**config.mk**
```make
export PLATFORM = sky130hd
export DESIGN_NAME = ivc_top
export DESIGN_NICKNAME = d
export VERILOG_FILES = /design/src/rtl/ivc_pkg.sv /design/src/rtl/ivc_src_gate.sv /design/src/rtl/ivc_prio_enc.sv /design/src/rtl/ivc_fetch_guard.sv /design/src/rtl/ivc_top.sv
export SDC_FILE = /design/constraint.sdc
export NUM_CORES = 1
export LEC_CHECK = 0
export ABC_AREA = 1
export BUFFER_PORTS_ARGS = -buffer_cell sky130_fd_sc_hd__buf_2
export CAP_MARGIN = 10
export CORE_UTILIZATION = 35
export CTS_CLUSTER_DIAMETER = 80
export DETAILED_ROUTE_END_ITERATION = 12
export HOLD_SLACK_MARGIN = 0.02
export MAX_ROUTING_LAYER = met4
export PLACE_DENSITY = 0.87
export SYNTH_ARGS = -nofsm -noshare
export SYNTH_HDL_FRONTEND = slang
export SYNTH_SLANG_ARGS = --single-unit
export TNS_END_PERCENT = 100
```
**constraint.sdc**
```tcl
create_clock -name clk -period 2.2 [get_ports clk]
set_input_delay 0.11 -clock clk [delete_from_list [all_inputs] [get_ports clk]]
set_output_delay 0.11 -clock clk [all_outputs]
set_load 0.02 [all_outputs]
```
**src/rtl/ivc_pkg.sv**
```systemverilog
package ivc_pkg;

    localparam int ADDR_W = 16;

    typedef enum logic [1:0] {
        CLS_MASK   = 2'd0,
        CLS_ENONLY = 2'd1,
        CLS_NMI    = 2'd2
    } src_class_e;

    localparam logic [ADDR_W-1:0] VEC_BASE   = 16'hFFC0;
    localparam logic [ADDR_W-1:0] RST_VEC    = 16'hFFFE;
    localparam int                FIRST_PRIO = 16;

    typedef struct packed {
        logic [ADDR_W-1:0] vec;
        logic              irq;
        logic              rst;
        logic              sleep;
        logic              booted;
    } ivc_state_t;

endpackage

```
**src/rtl/ivc_src_gate.sv**
```systemverilog
module ivc_src_gate #(
    parameter int                  NUM_SRC   = 15,
    parameter logic [2*NUM_SRC-1:0] SRC_CLASS = '0
) (
    input  logic [NUM_SRC-1:0] pend,
    input  logic [NUM_SRC-1:0] en,
    input  logic               gie,
    output logic [NUM_SRC-1:0] gated
);
    import ivc_pkg::*;

    for (genvar g = 0; g < NUM_SRC; g++) begin : g_src
        localparam logic [1:0] CLS = SRC_CLASS[2*g +: 2];
        if (CLS == CLS_NMI) begin : g_nmi
            assign gated[g] = pend[g];
        end else if (CLS == CLS_ENONLY) begin : g_enonly
            assign gated[g] = pend[g] & en[g];
        end else begin : g_mask
            assign gated[g] = pend[g] & en[g] & gie;
        end
    end

    // An idle source never requests, whatever its class
    always_comb begin
        assert_no_phantom_R2: assert ((gated & ~pend) == '0);
    end

endmodule

```
**src/rtl/ivc_prio_enc.sv**
```systemverilog
module ivc_prio_enc #(
    parameter int NUM_SRC = 15,
    localparam int IDX_W  = (NUM_SRC > 1) ? $clog2(NUM_SRC) : 1
) (
    input  logic [NUM_SRC-1:0] req,
    output logic               any,
    output logic [IDX_W-1:0]   idx
);

    always_comb begin
        any = 1'b0;
        idx = '0;
        for (int i = 0; i < NUM_SRC; i++) begin
            if (req[i]) begin
                any = 1'b1;
                idx = IDX_W'(i);
            end
        end
    end

    // The winner is requesting, and nothing above it is
    always_comb begin
        if (any) begin
            assert_winner_valid_R5: assert (req[idx]);
            assert_winner_top_R5: assert ((req >> idx) == 1);
        end
    end

endmodule

```
**src/rtl/ivc_fetch_guard.sv**
```systemverilog
module ivc_fetch_guard #(
    parameter logic [15:0] RAM_LO   = 16'h0200,
    parameter logic [15:0] RAM_HI   = 16'h05FF,
    parameter logic [15:0] BOOT_LO  = 16'h0C00,
    parameter logic [15:0] BOOT_HI  = 16'h0FFF,
    parameter logic [15:0] INFO_LO  = 16'h1000,
    parameter logic [15:0] INFO_HI  = 16'h10FF,
    parameter logic [15:0] CODE_LO  = 16'h8000
) (
    input  logic [15:0] addr,
    output logic        illegal
);
    logic in_ram, in_boot, in_info, in_code;

    always_comb begin
        in_ram  = (addr >= RAM_LO)  && (addr <= RAM_HI);
        in_boot = (addr >= BOOT_LO) && (addr <= BOOT_HI);
        in_info = (addr >= INFO_LO) && (addr <= INFO_HI);
        in_code = (addr >= CODE_LO);
        illegal = !(in_ram || in_boot || in_info || in_code);
    end

    // The register page below the RAM window can never hold code
    always_comb begin
        assert_regpage_illegal_R7: assert (!(addr < 16'h0200) || illegal);
    end

endmodule

```
**src/rtl/ivc_top.sv**
```systemverilog
module ivc_top #(
    parameter int                   NUM_SRC   = 15,
    parameter logic [2*NUM_SRC-1:0] SRC_CLASS = {2'd1, 2'd2, {(2*NUM_SRC-4){1'b0}}},
    parameter logic [15:0]          RAM_HI    = 16'h05FF,
    parameter logic [15:0]          CODE_LO   = 16'h8000
) (
    input  logic               clk,
    input  logic               rst_n,
    input  logic [NUM_SRC-1:0] src_pend,
    input  logic [NUM_SRC-1:0] src_en,
    input  logic               gie,
    input  logic [15:0]        fetch_addr,
    input  logic               fetch_vld,
    input  logic [15:0]        boot_word,
    output logic [15:0]        vec_addr,
    output logic               irq_req,
    output logic               rst_req,
    output logic               deep_sleep
);
    import ivc_pkg::*;

    localparam int IDX_W = (NUM_SRC > 1) ? $clog2(NUM_SRC) : 1;

    logic [NUM_SRC-1:0] gated;
    logic               any_req;
    logic [IDX_W-1:0]   win_idx;
    logic               fetch_bad;
    logic [15:0]        win_vec;
    ivc_state_t         st_d, st_q;

    ivc_src_gate #(.NUM_SRC(NUM_SRC), .SRC_CLASS(SRC_CLASS)) u_gate (
        .pend (src_pend),
        .en   (src_en),
        .gie  (gie),
        .gated(gated)
    );

    ivc_prio_enc #(.NUM_SRC(NUM_SRC)) u_enc (
        .req(gated),
        .any(any_req),
        .idx(win_idx)
    );

    ivc_fetch_guard #(.RAM_HI(RAM_HI), .CODE_LO(CODE_LO)) u_guard (
        .addr   (fetch_addr),
        .illegal(fetch_bad)
    );

    always_comb begin
        win_vec = VEC_BASE + ((16'(FIRST_PRIO) + 16'(win_idx)) << 1);
        st_d        = st_q;
        st_d.booted = 1'b1;
        if (!st_q.booted) begin
            st_d.sleep = (boot_word == 16'hFFFF);
        end
        st_d.rst = fetch_vld && fetch_bad && !st_q.rst;
        if (st_d.rst) begin
            st_d.irq = 1'b0;
            st_d.vec = RST_VEC;
        end else if (any_req) begin
            st_d.irq = 1'b1;
            st_d.vec = win_vec;
        end else begin
            st_d.irq = 1'b0;
            st_d.vec = RST_VEC;
        end
    end

    always_ff @(posedge clk or negedge rst_n) begin
        if (!rst_n) begin
            st_q <= '{vec: RST_VEC, irq: 1'b0, rst: 1'b0, sleep: 1'b0, booted: 1'b0};
        end else begin
            st_q <= st_d;
        end
    end

    assign vec_addr   = st_q.vec;
    assign irq_req    = st_q.irq;
    assign rst_req    = st_q.rst;
    assign deep_sleep = st_q.sleep;

    assert_rst_single_R9: assert property (@(posedge clk) disable iff (!rst_n)
        rst_req |=> !rst_req);

    assert_rst_wins_R10: assert property (@(posedge clk) disable iff (!rst_n)
        rst_req |-> (!irq_req && vec_addr == 16'hFFFE));

    assert_vec_range_R6: assert property (@(posedge clk) disable iff (!rst_n)
        irq_req |-> (vec_addr >= 16'hFFE0 && vec_addr <= 16'hFFFC && !vec_addr[0]));

    assert_regpage_fetch_R7: assert property (@(posedge clk) disable iff (!rst_n)
        (fetch_vld && fetch_addr < 16'h0200 && !rst_req) |=> rst_req);

    assert_code_fetch_ok_R8: assert property (@(posedge clk) disable iff (!rst_n)
        (fetch_vld && fetch_addr >= CODE_LO) |=> !rst_req);

    assert_sleep_sticky_R11: assert property (@(posedge clk) disable iff (!rst_n)
        st_q.booted |=> $stable(deep_sleep));

    assert_idle_vec_R12: assert property (@(posedge clk) disable iff (!rst_n)
        (!irq_req && !rst_req) |-> vec_addr == 16'hFFFE);

endmodule

```
## Yosys cells after proc, flatten, opt, wreduce, memory -nomap -nowiden

Cells that the tools add are included.
W data, S select, Z words.

- Add/subtract/negate cells: 2
- Reductions and logical operators: 10
- Multiplexer cells: 31
- Equality and inequality tests: 1
- Order comparisons: 7
- Bitwise gates (word level): 27

Operators by type and width:

| cell | count |
|---|---|
| $mux W17 | 2 |
| $mux W4 | 7 |
| $and A1 B1 Y1 | 27 |
| $eq A16 B16 Y1 const B | 1 |
| $ge A16 B10 Y1 const B | 1 |
| $ge A16 B12 Y1 const B | 1 |
| $ge A16 B13 Y1 const B | 1 |
| $ge A16 B16 Y1 const B | 1 |
| $le A16 B11 Y1 const B | 1 |
| $le A16 B12 Y1 const B | 1 |
| $le A16 B13 Y1 const B | 1 |
| $mux W1 | 16 |
| $mux W3 | 4 |
| $add A7 B8 Y9 const A | 1 |
| $add A5 B4 Y6 const A | 1 |
| $logic_and A1 B1 Y1 | 5 |
| $mux W2 | 2 |
| $logic_or A1 B1 Y1 | 3 |
| $logic_not A1 Y1 | 2 |

- Register bits: 20
- Input port bits: 66
- Logic and storage cells: 83
- Output and inout bits: 19

## Depth between registers and ports, before layout

Gate-level depths: netlist of the first run.

- Depth after elaboration: 20
- Mapped depth: 16
- Depth with buffers taken out: 16

## Modules after synthesis

Synthesis of the first run repeated with hierarchy kept, for this count alone.

- Cells, all modules: 142
- Area total of the unflattened synthesis: 823.3 µm²

Modules (own cells, without submodules):

| module | sequential area each (µm²) | cells each | instances | area each (µm²) |
|---|---|---|---|---|
| ivc_top | 205.2 | 52 | 1 | 451.7 |
| ivc_prio_enc | 0.0 | 42 | 1 | 175.2 |
| ivc_src_gate | 0.0 | 31 | 1 | 127.6 |
| ivc_fetch_guard | 0.0 | 17 | 1 | 68.8 |

## Least setup slack after synthesis of the first run

Ideal clock, no wire load.

- Kind: register -> register
- Start point: reg st_q (netlist bit rst_req)
- End point: reg st_q (netlist bit irq_req)
- Cell stages (with the launch flop): 4
- Data arrival time: 0.836 ns
- Path slack: 1.247 ns
- Buffers on the path: 0
- Period minus slack after synthesis: 0.953 ns
- Data required time: 2.083 ns
- Setup time: 0.117 ns
- Cells stage by stage: dfrtp_1 > nor3b_1 > and2_4 > nor2_2

RTL lines:

| what | RTL line | RTL |
|---|---|---|
| start, declared | ivc_top.sv:29 | `ivc_state_t st_d, st_q;` |
| start signal, assigned | ivc_top.sv:71 | `st_q <= '{vec: RST_VEC, irq: 1'b0, rst: 1'b0, sleep: 1'b0, booted: 1'b0};` |
| start signal, assigned | ivc_top.sv:73 | `st_q <= st_d;` |

## Worst setup path after layout of the first run

- Start point: reg st_q (netlist bit vec_addr[3])
- End point: out vec_addr[3]

RTL lines:

| what | RTL line | RTL |
|---|---|---|
| end, declared | ivc_top.sv:15 | `output logic [15:0] vec_addr,` |

No word-level cell between the ends.

==> results of run 1 <==
==> sequential cells by signal (all words and copies together), names as in the netlist <==
name / count
st_q: 1
rst_req: 1
vec_addr: 4
deep_sleep: 1
irq_req: 1
==> through the flow <==
step                instance area, sq um  util (%)
global route                         995      55.2
global placement                     958      53.2
floorplan                            743         -
finish                               995      55.2
detailed placement                   958      53.2
CTS                                  995      55.2
==> synthesized netlist by cell type, drive strengths merged, types with 2 or more instances <==
cell type   n
inv         6
a21oi       3
conb        2
dfrtp       4
buf        17
nand3      14
dfstp       4
o21ai       3
nand4       4
nor2        9
nand2      26
==> routing by layer <==
metal  share of wire, %  vias to the layer above  track usage (%)
li1                   -                      423                -
met1                 37                      337             14.5
met2                 52                       53             30.6
met3                9.4                        2             1.54
met4                1.2                        0             10.3
met5                  0                        -                -
==> logic make-up after synthesis <==
logic type / after synthesis
compound gates: 8
buf+inv: 23
simple gates: 58
flops: 8
other cells: 2
==> power groups by stage <==
stage               registers [mW]  logic [mW]  clock network, mW
finish                       0.168       0.155              0.113
global route                 0.169       0.175              0.122
CTS                          0.168       0.156              0.120
detailed placement           0.170       0.154                  0
global placement             0.169       0.151                  0
floorplan                    0.173       0.109                  0
==> layout make-up <==
type / instances / area, sq um
inverter: 6 / 22.5
clock buffer: 4 / 26.3
sequential: 8 / 205
tap: 25 / 31.3
multi-input combinational: 79 / 384
fill: 184 / 807
timing repair buffer: 64 / 325
==> worst max path at each step <==
| stage | end | slack, ns | depth (start not counted) |
|---|---|---|---|
| floorplan | irq_req | 1.25 | 3 |
| global placement | vec_addr[1] | 0.92 | 17 |
| detailed placement | vec_addr[1] | 0.92 | 17 |
| CTS | vec_addr[3] | 1.16 | 1 |
| global route | vec_addr[1] | 1.02 | 16 |
| finish | vec_addr[3] | 1.17 | 1 |
==> flow_summary.ini, run 1 <==
[routing]
first_pass_iters = 4
avgRoutedWirePerCell_microns = 8.70
wirelength_microns = 1620
drt_iter0_markers = 3
drc_errors = 0
via_per_inst = 4.38
vias = 815
detail-route-antenna-nets = 0

[worst_setup_path]
reg2reg_slack_ns = 1.29
path_class = reg2out
cpPeakStageDelay_ns = 0.52
end_kind = primary output
path_buf_inv = 1
path_delay_family = flip-flops
reg2reg_from = rst_req
crit_path_start_kind = register
critical-path-slowest-cell = dfstp_2
worstPathCellList = buf_2
r2r-end = vec_addr[2]
startpoint = vec_addr[3]
ff2ff_path_depth = 4
cp_max_fo = 1
cp.arrival_ns = 0.92
crit_required_ns = 2.09

[power_and_ir_drop]
p_int_mw = 0.300
irDropWorstVdd_v = 0.000164
combPwrFrac_pct = 35.5
clockPowerShare_pct = 25.9
p_switching_mw = 0.136
seq_power_share_pct = 38.5
p_total_mw = 0.436
leakage_nw = 0.587
power.density_mw_per_mm2 = 438
swShare_pct = 31.2

[logic_synthesis]
synth_simple_gate_area_share_pct = 41.5
synth_fa_ha_area_share_pct = 0
yosys-top-cells-area = buf_4 17%, dfstp_2 15%, dfrtp_1 14%
synth_area_sq_um = 702
synth.avg_cell_area_sq_um = 7.09
async_flop_share_pct = 100
syn_inst = 99
synth_edf_count = 0
synth-compound-area-share_pct = 6.24
synth.yosys.seq_area_share_pct = 29.2
ys.warnings.count = 0
yosysTopAreaCellShare_pct = 17.1
synth_mux_area_share_pct = 0
synthXorXnorAreaFrac_pct = 0
ys_types = 24
synth-seq-cells = 8
yosys.area.top_type = buf_4
ys.flop_type = dfstp_2
synth_top_family_by_area = simple AND/OR/NAND/NOR gates

[sta]
hold_ws_ns = 0.129
fmax_ghz = 0.975
hold_violations = 0
clock_skew_ns = 0.00455
fin_tns_setup_ns = 0
setup_viol = 0
final-max-slew-violation-count = 0
rsz0062_at_grt = no
fin_crit_sh_pct = 46.6
fin_ws_ns = 1.17
period_needed_ns = 1.03

[min_path]
hold-path-endpoint = vec_addr[1]
holdPathStages = 4
min_from = src_en[14]
hold_path_class = in2reg

[global_routing]
grt_pass1_vias = 679
grt_pass1_wl_microns = 2380
grt_antenna_before_repair = 0
grt_start_max_net_pins = 13
grt.total_usage_pct = 15.9
overflow = 0

[place]
port_buffers = 63
place_inst = 181
gp_congestion = 0.699
hpwl_microns = 1440
pre_cts_slack_ns = 0.919

[final_layout]
layout.cells.most_common = buf_2
fin_nets = 228
final_cell_mix = 63 x buf_2, 26 x nand2_1, 13 x conb_1, 11 x nand3_1, 8 x nor2_1
num_antenna_cells = 0
area_growth_pct = 41.7
drive_gt1_share_pct = 47.8
stdcell_count = 186

[clocking]
postCtsSetupBuffers = 0
clkLatencyLatePin_ns = 0.25
ctsResizeCount = 0
clock_sinks = 8
cts.clk_slew.worst_paths_ns = 0.05
cts_buffer_depth = 2
htree_levels = 1
cts-buffers-inserted = 3
tritoncts = yes
postCtsHoldBufs = 1
root_buffer = clkbuf_4

[run]
cap_violations = 0

[die]
dieArea_sq_mm = 0.00219
start_util_pct = 39.0
die_w_microns = 46.8
ios = 85
placementRows = 15
fp.dieH_microns = 46.8
core-area_sq_mm = 0.00180

[outcome]
status = finished clean
No activity file was read; power rests on OpenSTA's default activity.
==> inputs of run 2 (changes only) <==
Settings changed: ABC_AREA 1 to 0, CORE_UTILIZATION 35 to 29, PLACE_DENSITY 0.87 to 0.77.
Clock period 2.2 ns to 0.91 ns, I/O delays scaled along.
==> run 2 against run 1 <==
The flow now finishes with violations (negative setup slack). Register-to-register slack worse by 1.4 ns. Sequential cell count stayed put. Power grew to 2.7 times the previous value. Die area is 21% higher. Critical path depth is 3 higher. Worst hold slack worse by 0.062 ns. Utilization is 1.7 points lower. Area after synthesis is 1.4% higher. Clock skew is 0.0020 ns lower.
==> flow_summary.ini, run 2 <==
[power_and_ir_drop]
p_switching_mw = 0.381
irDropWorstVdd_v = 0.000547
p_total_mw = 1.18
swShare_pct = 32.2
seq_power_share_pct = 34.3
power.density_mw_per_mm2 = 979
leakage_nw = 0.609
p_int_mw = 0.800
clockPowerShare_pct = 23.4
combPwrFrac_pct = 42.3

[final_layout]
largest_reg_flops = 4
largest-register = vec_addr
fillCellCount = 226
layout.cells.most_common = buf_2
stdcell_area_sq_mm = 0.00121
multi_input_area_sq_um = 494
final_cell_mix = 56 x buf_2, 16 x nand2_1, 13 x conb_1, 9 x buf_4, 7 x buf_6
register_area_sq_um = 206
utilization_pct = 53.5
area_growth_pct = 69.4
drive_gt1_share_pct = 60.9
num_antenna_cells = 0
fin_nets = 228

[min_path]
hold_path_class = in2reg
holdPathStages = 3
min_from = boot_word[13]

[logic_synthesis]
yosys-top-cells-area = buf_4 17%, dfstp_2 15%, dfrtp_1 14%
synth_area_sq_um = 712
synth.yosys.seq_area_share_pct = 28.8
ys_top_cells_by_count = 16 x buf_4, 16 x nand2_1, 6 x nor2_1
synth-seq-cells = 8
yosysTopAreaCellShare_pct = 16.9
ys.flop_type = dfstp_2
synth_edf_count = 0
ys.warnings.count = 0
ys_types = 32
yosys.area.top_type = buf_4
syn_inst = 89
async_flop_share_pct = 100
synth.avg_cell_area_sq_um = 8.00

[worst_setup_path]
end_kind = register
reg2reg_slack_ns = -0.13
crit_path_start_kind = register
r2r-end = deep_sleep
path_class = reg2reg
ff2ff_path_depth = 4
crit_end = deep_sleep
cp_max_fo = 2
crit_required_ns = 1.09
cp.arrival_ns = 1.22
cpPeakStageDelay_ns = 0.37
startpoint = st_q[0]
critical-path-slowest-cell = dfrtp_1
reg2reg_from = st_q[0]
worstPathCellList = nand4b_1, nor4_2, nand4_1, nand2_1

[die]
die_w_microns = 51.5
start_util_pct = 31.6
placementRows = 17
dieArea_sq_mm = 0.00266
fp.dieH_microns = 51.5
ios = 85
core-area_sq_mm = 0.00225

[routing]
drt_iter0_markers = 9
first_pass_iters = 4
avgRoutedWirePerCell_microns = 11.1
drc_errors = 0
via_per_inst = 4.88
detail-route-antenna-nets = 0
wirelength_microns = 2100
vias = 922

[clocking]
clkLatencyLatePin_ns = 0.25
tritoncts = yes
clock_sinks = 8
root_buffer = clkbuf_4
cts.clk_slew.worst_paths_ns = 0.05
cts_buffer_depth = 2
cts-buffers-inserted = 3
htree_levels = 1

[outcome]
failed_checks = negative setup slack
status = finished, violations left

[place]
pre_cts_slack_ns = -0.319
port_buffers = 63
hpwl_microns = 1750
gp_congestion = 0.822
dpl-instance-area_sq_mm = 0.00104

[sta]
hold_violations = 0
period_needed_ns = 1.04
fin_ws_ns = -0.132
final-max-slew-violation-count = 0
fin_crit_sh_pct = 115
fmax_ghz = 0.959
setup_viol = 6
hold_ws_ns = 0.0669
rsz0062_at_grt = yes
clock_skew_ns = 0.00258

[global_routing]
overflow = 0
grt_start_max_net_pins = 9
grt_pass1_wl_microns = 2990
grt.total_usage_pct = 15.5
grt_pass1_vias = 778
grt_antenna_before_repair = 0

[run]
cap_violations = 0
-- run 2: cell types whose count changed in the layout (fill, tap and decap cells not counted), moves of 3 or more --
cell     change
a22oi_2      +4
buf_2        -7
buf_4        +9
buf_6        +7
inv_1        -4
nand2_1     -10
nand3_1      -9
nor2_1       -3
-- run 2: worst max-delay path: cells and delay by family (launching register included) --
kind / cells / cell delay, ns
flip-flops: 1 / 0.37
AND/OR/NAND/NOR: 4 / 0.61
-- run 2: repair_timing --
item	in CTS	in global routing
endpoints found under the setup margin	9	9
gates resized for setup	12	12
pin swaps	2	8
setup buffers	0	1
hold buffers	1	0
hold endpoints to repair	8	0
-- run 2: area by class of cell --
type | instances | share of cell area [%]
repair buffers | 73 | 36.2
multi-input cells | 74 | 41.0
inverters | 2 | 0.622
flip-flops and latches | 8 | 17.1
well taps | 28 | 2.90
clock buffers | 4 | 2.18
-- run 2: kinds of logic after synthesis --
logic type / count (synthesis) / synth area share (%)
AO/OA/AOI/OAI: 22 / 24.1
other: 2 / 1.05
buffers and inverters: 18 / 17.9
AND/OR/NAND/NOR: 39 / 28.1
flip-flops: 8 / 28.8
-- run 2: routing by layer --
metal	GRT usage [%]	vias up	wire, microns
met1	15.2	427	761
met5	-	-	0
li1	-	448	-
met3	3.22	2	162
met2	29.0	45	1160
met4	7.21	0	14
-- run 2: stage by stage --
step | instances | TNS, ns
6_report | 189 | -0.234
5_1_grt | 189 | -0.498
4_1_cts | 188 | -0.243
3_5_place_dp | 183 | -1.20
3_3_place_gp | 183 | -0.970
2_1_floorplan | 100 | -0.137
-- run 2: worst min-delay path by stage --
stage	end	slack, ns
final	deep_sleep	0.07
after global routing	rst_req	0.08
after CTS	irq_req	0.04
after detailed placement	deep_sleep	-0.11
after global placement	deep_sleep	-0.11
after floorplan	deep_sleep	-0.25
-- run 2: power groups by stage --
stage | sequential, mW | combinational, mW | clock (mW)
floorplan | 0.414 | 0.255 | 0
global placement | 0.405 | 0.408 | 0
detailed placement | 0.405 | 0.423 | 0
CTS | 0.404 | 0.455 | 0.292
global route | 0.407 | 0.542 | 0.308
finish | 0.405 | 0.499 | 0.277
